### src/rtl/spi_fifo_stat_pkg.sv
package spi_fifo_stat_pkg;
  localparam int DATA_W = 8;
  localparam int DEPTH  = 4;
  localparam int CNT_W  = $clog2(DEPTH + 1);
  localparam int STAT_W = 16;

  // status word positions decoded by software
  localparam int B_EXCESS = 11;
  localparam int B_RXCNT  = 8;
  localparam int B_OVF    = 7;
  localparam int B_RXDONE = 6;
  localparam int B_TXDONE = 5;
  localparam int B_UNF    = 4;
  localparam int B_TXCNT  = 1;
  localparam int B_ANY    = 0;

  typedef struct packed {
    logic ovf;
    logic rxdone;
    logic txdone;
    logic unf;
  } evt_t;

  typedef struct packed {
    logic ovf;
    logic rxdone;
    logic txdone;
    logic unf;
    logic any;
  } flags_t;
endpackage

### src/rtl/sfs_byte_fifo.sv
module sfs_byte_fifo #(
  parameter int W     = 8,
  parameter int DEPTH = 4
) (
  input  logic                         clk,
  input  logic                         rst_n,
  input  logic                         push,
  input  logic [W-1:0]                 din,
  input  logic                         pop,
  output logic [W-1:0]                 dout,
  output logic [$clog2(DEPTH+1)-1:0]   count,
  output logic                         full,
  output logic                         empty,
  output logic                         wr_ok,
  output logic                         rd_ok
);
  localparam int CW = $clog2(DEPTH + 1);
  localparam int PW = (DEPTH > 1) ? $clog2(DEPTH) : 1;

  logic [W-1:0]  mem [DEPTH];
  logic [PW-1:0] wp, rp;

  function automatic logic [PW-1:0] adv(input logic [PW-1:0] p);
    return (p == PW'(DEPTH - 1)) ? '0 : p + PW'(1);
  endfunction

  assign empty = (count == '0);
  assign full  = (count == CW'(DEPTH));
  assign rd_ok = pop && !empty;
  assign wr_ok = push && (!full || rd_ok);
  assign dout  = mem[rp];

  always_ff @(posedge clk)
    if (wr_ok) mem[wp] <= din;

  always_ff @(posedge clk or negedge rst_n) begin
    if (!rst_n) begin
      wp    <= '0;
      rp    <= '0;
      count <= '0;
    end else begin
      if (wr_ok) wp <= adv(wp);
      if (rd_ok) rp <= adv(rp);
      case ({wr_ok, rd_ok})
        2'b10:   count <= count + CW'(1);
        2'b01:   count <= count - CW'(1);
        default: count <= count;
      endcase
    end
  end
endmodule

### src/rtl/sfs_flags.sv
module sfs_flags
  import spi_fifo_stat_pkg::*;
(
  input  logic   clk,
  input  logic   rst_n,
  input  evt_t   evt,
  input  logic   rd,
  input  logic   mask_ovf,
  input  logic   mask_unf,
  output flags_t flags,
  output logic   irq
);
  flags_t nxt;
  logic   fire;

  // an event in the read cycle survives the clear
  assign fire = evt.rxdone | evt.txdone | (evt.ovf & ~mask_ovf) | (evt.unf & ~mask_unf);

  always_comb begin
    nxt.ovf    = evt.ovf    | (flags.ovf    & ~rd);
    nxt.rxdone = evt.rxdone | (flags.rxdone & ~rd);
    nxt.txdone = evt.txdone | (flags.txdone & ~rd);
    nxt.unf    = evt.unf    | (flags.unf    & ~rd);
    nxt.any    = fire       | (flags.any    & ~rd);
  end

  always_ff @(posedge clk or negedge rst_n) begin
    if (!rst_n) begin
      flags <= '0;
      irq   <= 1'b0;
    end else begin
      flags <= nxt;
      irq   <= (nxt.ovf & ~mask_ovf) | (nxt.unf & ~mask_unf) | nxt.rxdone | nxt.txdone;
    end
  end
endmodule

### src/rtl/spi_fifo_stat.sv
module spi_fifo_stat
  import spi_fifo_stat_pkg::*;
(
  input  logic              clk,
  input  logic              rst_n,
  input  logic              rx_in_valid,
  input  logic [DATA_W-1:0] rx_in_data,
  output logic              rx_out_valid,
  input  logic              rx_out_ready,
  output logic [DATA_W-1:0] rx_out_data,
  input  logic              tx_in_valid,
  output logic              tx_in_ready,
  input  logic [DATA_W-1:0] tx_in_data,
  input  logic              tx_take,
  output logic [DATA_W-1:0] tx_byte,
  input  logic [CNT_W-1:0]  rx_thresh,
  input  logic              dir_tx,
  input  logic              mask_ovf,
  input  logic              mask_unf,
  input  logic              stat_rd,
  output logic [STAT_W-1:0] stat_rdata,
  output logic              irq
);
  logic [CNT_W-1:0]  rx_cnt, tx_cnt;
  logic              rx_full, rx_empty, rx_wr_ok, rx_rd_ok;
  logic              tx_full, tx_empty, tx_wr_ok, tx_rd_ok;
  logic [DATA_W-1:0] tx_head;
  evt_t              evt;
  flags_t            flags;

  sfs_byte_fifo #(.W(DATA_W), .DEPTH(DEPTH)) u_rx (
    .clk(clk), .rst_n(rst_n),
    .push(rx_in_valid), .din(rx_in_data),
    .pop(rx_out_ready), .dout(rx_out_data),
    .count(rx_cnt), .full(rx_full), .empty(rx_empty),
    .wr_ok(rx_wr_ok), .rd_ok(rx_rd_ok)
  );

  sfs_byte_fifo #(.W(DATA_W), .DEPTH(DEPTH)) u_tx (
    .clk(clk), .rst_n(rst_n),
    .push(tx_in_valid && tx_in_ready), .din(tx_in_data),
    .pop(tx_take), .dout(tx_head),
    .count(tx_cnt), .full(tx_full), .empty(tx_empty),
    .wr_ok(tx_wr_ok), .rd_ok(tx_rd_ok)
  );

  assign rx_out_valid = !rx_empty;
  assign tx_in_ready  = !tx_full;
  assign tx_byte      = tx_empty ? '0 : tx_head;

  always_comb begin
    evt.ovf    = rx_in_valid && rx_full && !rx_rd_ok;
    evt.unf    = tx_take && tx_empty;
    evt.rxdone = !dir_tx && rx_wr_ok && !rx_rd_ok && ((rx_cnt + CNT_W'(1)) == rx_thresh);
    evt.txdone = dir_tx && tx_rd_ok && !tx_wr_ok && (tx_cnt == CNT_W'(1));
  end

  sfs_flags u_flags (
    .clk(clk), .rst_n(rst_n), .evt(evt), .rd(stat_rd),
    .mask_ovf(mask_ovf), .mask_unf(mask_unf),
    .flags(flags), .irq(irq)
  );

  always_comb begin
    stat_rdata                         = '0;
    stat_rdata[B_EXCESS]               = (rx_cnt > rx_thresh);
    stat_rdata[B_RXCNT +: CNT_W]       = rx_cnt;
    stat_rdata[B_OVF]                  = flags.ovf;
    stat_rdata[B_RXDONE]               = flags.rxdone;
    stat_rdata[B_TXDONE]               = flags.txdone;
    stat_rdata[B_UNF]                  = flags.unf;
    stat_rdata[B_TXCNT +: CNT_W]       = tx_cnt;
    stat_rdata[B_ANY]                  = flags.any;
  end
endmodule

### config.mk
export PLATFORM = sky130hd
export DESIGN_NAME = spi_fifo_stat
export DESIGN_NICKNAME = d
export VERILOG_FILES = /design/src/rtl/spi_fifo_stat_pkg.sv /design/src/rtl/sfs_byte_fifo.sv /design/src/rtl/sfs_flags.sv /design/src/rtl/spi_fifo_stat.sv
export SDC_FILE = /design/constraint.sdc
export NUM_CORES = 1
export LEC_CHECK = 0
export BUFFER_PORTS_ARGS = -buffer_cell sky130_fd_sc_hd__buf_4
export CORE_ASPECT_RATIO = 2
export CORE_MARGIN = 2
export CORE_UTILIZATION = 60
export CTS_BUF_LIST = sky130_fd_sc_hd__clkbuf_16
export DETAILED_ROUTE_END_ITERATION = 12
export PLACE_DENSITY_LB_ADDON = 0.12
export SYNTH_ARGS = -nofsm -noshare
export SYNTH_HDL_FRONTEND = slang
export SYNTH_HIERARCHICAL = 1
export SYNTH_SLANG_ARGS = --single-unit
### constraint.sdc
create_clock -name clk -period 4.8 [get_ports clk]
set_clock_uncertainty 0.2 [all_clocks]
set_input_delay 0.96 -clock clk [delete_from_list [all_inputs] [get_ports clk]]
set_output_delay 0.96 -clock clk [all_outputs]
set_load 0.01 [all_outputs]
[After elaboration in Yosys (flattened, before gate mapping)]
Memory sizes are Yosys's and may differ from the RTL's.
Cells that the tools add are included.
Word-level totals
  register bits after elaboration: 20
  memory bits (writable): 64
  latch bits: 0
  memories kept: 2
  ROM bits: 0
  input port bits: 29
  output and inout bits: 35
Cells by class
  multiplexer cells: 11
  divide/modulo/power cells: 0
  reductions and logical operators: 27
  bitwise gates (word level): 23
  $lt $le $gt $ge: 1
  $add $sub $neg: 8
  equality and inequality tests: 12
  shift-type cells: 0
  multiply operators: 0
Memories
  u_rx.mem: depth 4, bits a word 8, read ports 1, clocked after Yosys merged registers in 0, write ports 1, RTL line sfs_byte_fifo.sv:20  | logic [W-1:0] mem [DEPTH];
  u_tx.mem: depth 4, bits a word 8, read ports 1, clocked after Yosys merged registers in 0, write ports 1, RTL line sfs_byte_fifo.sv:20
Operators with widths (number)
  $logic_and 1x1->1: 14
  $eq 2x2->1 const B: 6
  $pmux 3 s2: 2
  $or 1x1->1: 11
  $and 1x1->1: 9
  $add 2x1->2 const B: 4
  $mux 2: 4
  $mux 8: 1
  $logic_not 1->1: 7
  $add 3x1->3 const B: 2
  $eq 3x3->1 const B: 2
  $logic_not 3->1: 2
  $sub 3x1->3 const B: 2
  $eq 2x1->1 const B: 2
  $mux 1: 4
  $reduce_bool 2->1: 2
  $eq 3x1->1 const B: 1
  $eq 3x3->1: 1
  $gt 3x3->1: 1
  $not 1->1: 3
  $logic_or 1x1->1: 2

[Depth between registers and ports, before layout]
Gate-level depths: netlist of run 1.
  depth after elaboration: 12
  depth in mapped cells: 10
  mapped depth without buffers: 10

[Hierarchy]
The synthesis of run 1 kept the hierarchy.
Modules (own cells, without submodules)
  sfs_byte_fifo at u_rx: area each 1686.6 µm², seq. area each 1136.1 µm², times used 1, cells an instance 96
  sfs_byte_fifo at u_tx: area each 1641.6 µm², seq. area each 1136.1 µm², times used 1, cells an instance 83
  spi_fifo_stat: area each 252.7 µm², seq. area each 0.0 µm², times used 1, cells an instance 37
  sfs_flags: area each 241.5 µm², seq. area each 150.1 µm², times used 1, cells an instance 21

[Worst setup path before layout of run 1]
No wires, ideal clock.
  path kind: input to register
  start point: input rx_out_ready
  end point: register u_rx.count[2]
  arrival: 2638 ps
  path buffers: 1
  setup time: 126 ps
  data required time: 4474 ps
  stages: 7
  slack: 1836 ps
  cell sequence: buf_6 > o31ai_1 > or2_2 > fa_1 > or3b_1 > and3_1 > a221o_1
On the way
  cells in the longest elaborated chain, start to end: 5
  elaborated cells on any way between the ends: 7
  those cells by class: eq/ne (2); mux (1); reduce/logical (4)
RTL lines
  start: declaration: RTL line spi_fifo_stat.sv:9  | input logic rx_out_ready,
  $logic_and 1x1->1 *: RTL line sfs_byte_fifo.sv:29  | assign rd_ok = pop && !empty;
  $logic_or 1x1->1: RTL line sfs_byte_fifo.sv:30  | assign wr_ok = push && (!full || rd_ok);
  $logic_and 1x1->1: RTL line sfs_byte_fifo.sv:30
  $eq 2x1->1 or $eq 2x2->1 (tied branches): RTL line sfs_byte_fifo.sv:44  | case ({wr_ok, rd_ok})
  $pmux 3 s2 or $reduce_bool 2->1 (tied branches)
  end signal: assignment: RTL line sfs_byte_fifo.sv:45  | 2'b10: count <= count + CW'(1);
  end signal: assignment: RTL line sfs_byte_fifo.sv:46  | 2'b01: count <= count - CW'(1);
  end signal: assignment: RTL line sfs_byte_fifo.sv:47  | default: count <= count;
  end: declaration: RTL line sfs_byte_fifo.sv:11  | output logic [$clog2(DEPTH+1)-1:0] count,
Every way passes the cells marked *; elsewhere a longest branch is shown, timed or not.
A chain may end at the register's enable or synchronous reset.

[Worst setup path after layout of run 1]
  start point: register u_tx.rp[0]
  end point: output tx_byte[0]
On the way
  cells in the longest elaborated chain, start to end: 2
RTL lines
  start: declaration: RTL line sfs_byte_fifo.sv:21  | logic [PW-1:0] wp, rp;
  start signal: assignment: RTL line sfs_byte_fifo.sv:43  | if (rd_ok) rp <= adv(rp);
  $mem_v2 4x8
  net tx_head[0]: RTL line spi_fifo_stat.sv:27  | logic [DATA_W-1:0] tx_head;
  $mux 8: RTL line spi_fifo_stat.sv:49  | assign tx_byte = tx_empty ? '0 : tx_head;
  end: declaration: RTL line spi_fifo_stat.sv:15  | output logic [DATA_W-1:0] tx_byte,
The timed path passes the listed nets, and every way through them passes these cells.

==> metrics, run 1 <==
outcome finished clean; Area Overhead vs Synth 20.1%; top-count cell post-synth edfxtp_1; PwrDens 610 nW/um^2; DR vias/cell 5.34; Yosys top cell by area edfxtp_1; Startpoint Class flop; Synth Instances 237; grt ovf 0; # DRC 0; Routed Antenna Nets 0; RSZ-0062 raised after global routing no; PortBufs 59; setup TNS 0 ns; n_diodes 0; worst-path fanout max 11; Setup CP Type flop to output pin; worst skew pair latency 0.33 ns; Synth top cells by count edfxtp_1, inv_1, dfrtp_1; setup violators final 0; top cells by area, synth edfxtp_1, dfrtp_1, mux4_2, ha_1, inv_1; IO Count 64; Max Freq 0.320 GHz; layout cells sized above 1 0.361; Die Y 117 um; Syn. warnings 6; first drt pass iteration count 4; via count 2087; first-pass GRT wire length 9550 um; Lkg Pwr 0.00189 uW; die width 60.4 um; Max Slew Vio Count 0; Mapped Area 3820 um^2; library cells used by synthesis 53; Hold Slack 0.297 ns; # rows 41; async set-reset flop share out of synthesis 0.238; WP data arrival 1.97 ns; Iteration-0 DRC Markers 98; FF+latch count, synth 84; syn avg cell area 16.1 um^2; Hold Vio Cnt, Final 0; Starting Density 0.611; CTS Root Cell clkbuf_16; half-perimeter wire length after placement 4430 um; cts repair resizes 0; Longest Clk Path Bufs 2; routed length per instance 15.6 um; Core ar. 6260 um^2; # hold bufs at CTS 0; Hold Crit Class primary input to async pin; Final Critical Period 3.13 ns; Req. time, crit path 3.64 ns; routed wire length 6100 um; Tcrit/Tclk final 0.651; Seq/Total Area, Yosys 0.634; total CTS buffers 9; Place WS 1.71 ns; VDD IR-drop max 0.000424 V; Layout Nets 346; die footprint 7060 um^2; clock transition at the registers of the reported paths 0.06 ns; EDFF count, synth 64; Setup Fix Bufs, Post-CTS 0; Worst slew margin 0.545; largest net degree at the start of global routing 21; CP endpoint kind output pin; worst slew pin tran 0.679 ns; clk sinks 84; H-tree depth 3; vias in the first global route 2039; CTS tree yes; Tot GR Track Use 0.194; ys flop type edfxtp_1; global placer's final weighted congestion 0.764; reg2reg setup slack 2.18 ns; final worst setup slack 1.67 ns; area share of the largest cell type after synthesis 0.503; Max Cap Viol 0; antenna violations before repair 0
[layer usage]
| metal | track usage | vias to the layer above | wire (um) |
|---|---|---|---|
| li1 | - | 990 | - |
| met4 | 0.106 | 0 | 148 |
| met3 | 0.0330 | 12 | 185 |
| met5 | 0 | - | 0 |
| met2 | 0.353 | 43 | 3550 |
| met1 | 0.205 | 1042 | 2220 |
[cell usage in the layout (no fill, tap or decap), types with 3 or more instances in the layout]
master,n
xnor2_1,3
conb_1,4
mux2_2,4
ha_1,15
o21ai_0,3
inv_1,25
and2_2,4
nor2b_1,11
buf_4,59
mux4_2,16
dfrtp_1,20
and3_1,3
edfxtp_1,64
and2_1,5
clkbuf_16,9
nor2_1,7
xor2_1,5
nor3_1,3
[report_power, final]
group	switching, uW	internal, uW	leakage (uW)
logic	443	579	0.000919
clock network	261	348	0.000138
registers	189	981	0.000834
total	894	1910	0.00189
[layout make-up]
| cell class | count | area [um^2] |
|---|---|---|
| Sequential cell | 84 | 2420 |
| Clock buffer | 9 | 225 |
| Tap cell | 86 | 108 |
| Timing Repair Buffer | 59 | 443 |
| Multi-Input combinational cell | 121 | 1250 |
| Inverter | 25 | 93.8 |
| Fill cell | 447 | 1670 |
| Clock inverter | 7 | 43.8 |
[state kept, by name, summed over array words and instances (netlist names), 2 cells and up]
signal         cells
u_rx/wp            2
u_flags/flags      5
u_rx/rp            2
u_tx/mem          32
u_tx/count         3
u_rx/mem          32
u_tx/wp            2
u_tx/rp            2
u_rx/count         3
[path summary, 6_finish.rpt]
| kind | start | to | cells past startpoint |
|---|---|---|---|
| max in group asynchronous | rst_n | u_tx/rp[1]$_DFFE_PN0P_ | 1 |
| max | u_tx/rp[0]$_DFFE_PN0P_ | tx_byte[0] | 3 |
| max reg2reg | u_rx/count[0]$_DFFE_PN0P_ | u_rx/count[2]$_DFFE_PN0P_ | 6 |
| min reg2reg | u_flags/flags[3]$_DFF_PN0_ | u_flags/flags[3]$_DFF_PN0_ | 1 |
| min | rst_n | u_tx/count[2]$_DFFE_PN0P_ | 1 |
| min in group clk | u_flags/flags[3]$_DFF_PN0_ | u_flags/flags[3]$_DFF_PN0_ | 1 |
[logic make-up (layout without fill, tap and decap cells)]
| logic type | after synthesis | in the layout | share of synthesized area |
|---|---|---|---|
| adders and majority gates | 17 | 17 | 0.0596 |
| other | 1 | 4 | 0.000981 |
| and+or+nand+nor | 49 | 49 | 0.0861 |
| xor gates and xnor gates | 8 | 8 | 0.0183 |
| muxes | 24 | 24 | 0.119 |
| buffers and inverters | 35 | 100 | 0.0412 |
| AOI/OAI and AO/OA | 19 | 19 | 0.0406 |
| DFF | 84 | 84 | 0.634 |
[metrics by stage]
| step | power, uW | utilization | cells | instance area (um^2) |
|---|---|---|---|---|
| 2_1_floorplan | 1820 | - | 240 | 3830 |
| 3_3_place_gp | 2200 | 0.690 | 375 | 4320 |
| 3_5_place_dp | 2230 | 0.690 | 375 | 4320 |
| 4_1_cts | 2840 | 0.733 | 391 | 4590 |
| 5_1_grt | 2990 | 0.733 | 391 | 4590 |
| 6_report | 2800 | 0.733 | 391 | 4590 |
[worst max-delay path, cell delays in order (launching register included)]
cell and delay, ns:
dfrtp_1 0.72, mux4_2 0.57, nor2b_1 0.16, buf_4 0.18
No activity file was read; power rests on OpenSTA's default activity.
==> run 2, diff against run 1 <==
Settings changed: CORE_UTILIZATION 60 to 56.
Clock period 4.8 ns to 2.9 ns, I/O delays scaled along.
==> metrics, run 2 (synthesized netlist as in run 1, its figures left out) <==
# hold bufs at CTS 1; CTS Root Cell clkbuf_16; worst-path fanout max 11; Sw Pwr 1500 uW; # rows 42; Max Slew Vio Count 0; IO Count 64; grt ovf 0; Iteration-0 DRC Markers 79; routed wire length 6490 um; Req. time, crit path 2.12 ns; fillers 488; Placed Cells 382; setup TNS 0 ns; WP data arrival 1.90 ns; Die Y 121 um; CP endpoint kind output pin; switching portion of total power 0.319; n_diodes 0; first drt pass iteration count 4; Worst path top cell family by delay flip-flops; antenna violations before repair 0; Final Critical Period 2.68 ns; setup violators final 0; Place WS 0.263 ns; cts repair resizes 0; layout cells sized above 1 0.373; max incr delay on CP 0.70 ns; clk sinks 84; CTS tree yes; final worst setup slack 0.216 ns; die width 62.4 um; Internal Power 3200 uW; PortBufs 59; global placer's final weighted congestion 0.735; clock transition at the registers of the reported paths 0.06 ns; Worst slew margin 0.619; Hold Crit Class primary input to flop; Crit-path slowest cell dfrtp_1; first-pass GRT wire length 10200 um; H-tree depth 3; vias in the first global route 2172; Layout Nets 352; routed length per instance 16.3 um; DR vias/cell 5.27; Area Overhead vs Synth 21.6%; outcome finished clean; Tot GR Track Use 0.183; combinational fraction of design power 0.377; worst slew pin tran 0.571 ns; Hold Slack 0.248 ns; sequential power share 0.406; Setup Fix Bufs, Post-CTS 0; most frequent cells in the layout buf_4, edfxtp_1, inv_1; largest net degree at the start of global routing 21; via count 2103; Max Freq 0.373 GHz; VDD IR-drop max 0.000738 V; die footprint 7540 um^2; Longest Clk Path Bufs 2; half-perimeter wire length after placement 4790 um; worst skew pair latency 0.33 ns; Clock Power Share 0.217; # DRC 0; RSZ-0062 raised after global routing no; Setup CP Type flop to output pin; Core ar. 6620 um^2; Top Registers u_rx/mem (32), u_tx/mem (32), u_flags/flags (5); Startpoint Class flop; Max Cap Viol 0; Final Non-Filler Cells 399; crit path cell chain mux4_2, nor2b_1, buf_4; Hold Vio Cnt, Final 0; PwrDens 1010 nW/um^2; Starting Density 0.577; Crit path buffers/inverters 1; Tcrit/Tclk final 0.926; Lkg Pwr 0.00192 uW; Routed Antenna Nets 0; total CTS buffers 9
run 2: worst paths after layout:
kind                       slack (ns)                    endpoint                        from  depth (start not counted)
min in group asynchronous        0.47  u_flags/flags[1]$_DFF_PN0_                       rst_n                          2
setup / recovery                 0.22                  tx_byte[7]      u_tx/rp[0]$_DFFE_PN0P_                          3
hold reg to reg                  0.33  u_flags/flags[3]$_DFF_PN0_  u_flags/flags[3]$_DFF_PN0_                          1
setup reg to reg                 0.38   u_rx/count[2]$_DFFE_PN0P_   u_rx/count[0]$_DFFE_PN0P_                          6
hold / removal                   0.25    u_tx/mem[1][1]$_DFFE_PP_               tx_in_data[1]                          1
max in group asynchronous        1.81      u_rx/rp[1]$_DFFE_PN0N_                       rst_n                          2
run 2: power groups by stage:
stage	combinational, uW	sequential (uW)	clock (uW)
after floorplan	1180	1830	0
after global placement	1760	1930	0
after detailed placement	1810	1950	0
after CTS	1810	1920	1050
after global routing	1950	1960	1090
final	1770	1910	1020
run 2: final cells by class:
| class | count | area, um^2 | share of cell area |
|---|---|---|---|
| timing repair buffer | 65 | 490 | 0.106 |
| tap | 88 | 110 | 0.0237 |
| clock inverter | 7 | 51.3 | 0.0110 |
| multi-input combinational | 121 | 1250 | 0.270 |
| inverter | 25 | 93.8 | 0.0202 |
| sequential | 84 | 2420 | 0.521 |
| clock buffer | 9 | 225 | 0.0485 |
run 2: per-layer routing:
metal  wire length (um)  global-route usage  part of all wire  up-vias
met4                 80              0.0792             0.012        0
met3                194              0.0447             0.030        6
li1                   -                   -                 -      998
met5                  0                   0                 0        -
met1               2280               0.177              0.35     1056
met2               3930               0.356              0.61       43
run 2: stage by stage:
step                      total power (uW)  utilization  cell area [um^2]
after CTS                             4780        0.702              4650
after floorplan                       3010            -              3830
after detailed placement              3750        0.659              4360
after global placement                3690        0.659              4360
final                                 4700        0.702              4650
after global routing                  4990        0.702              4650
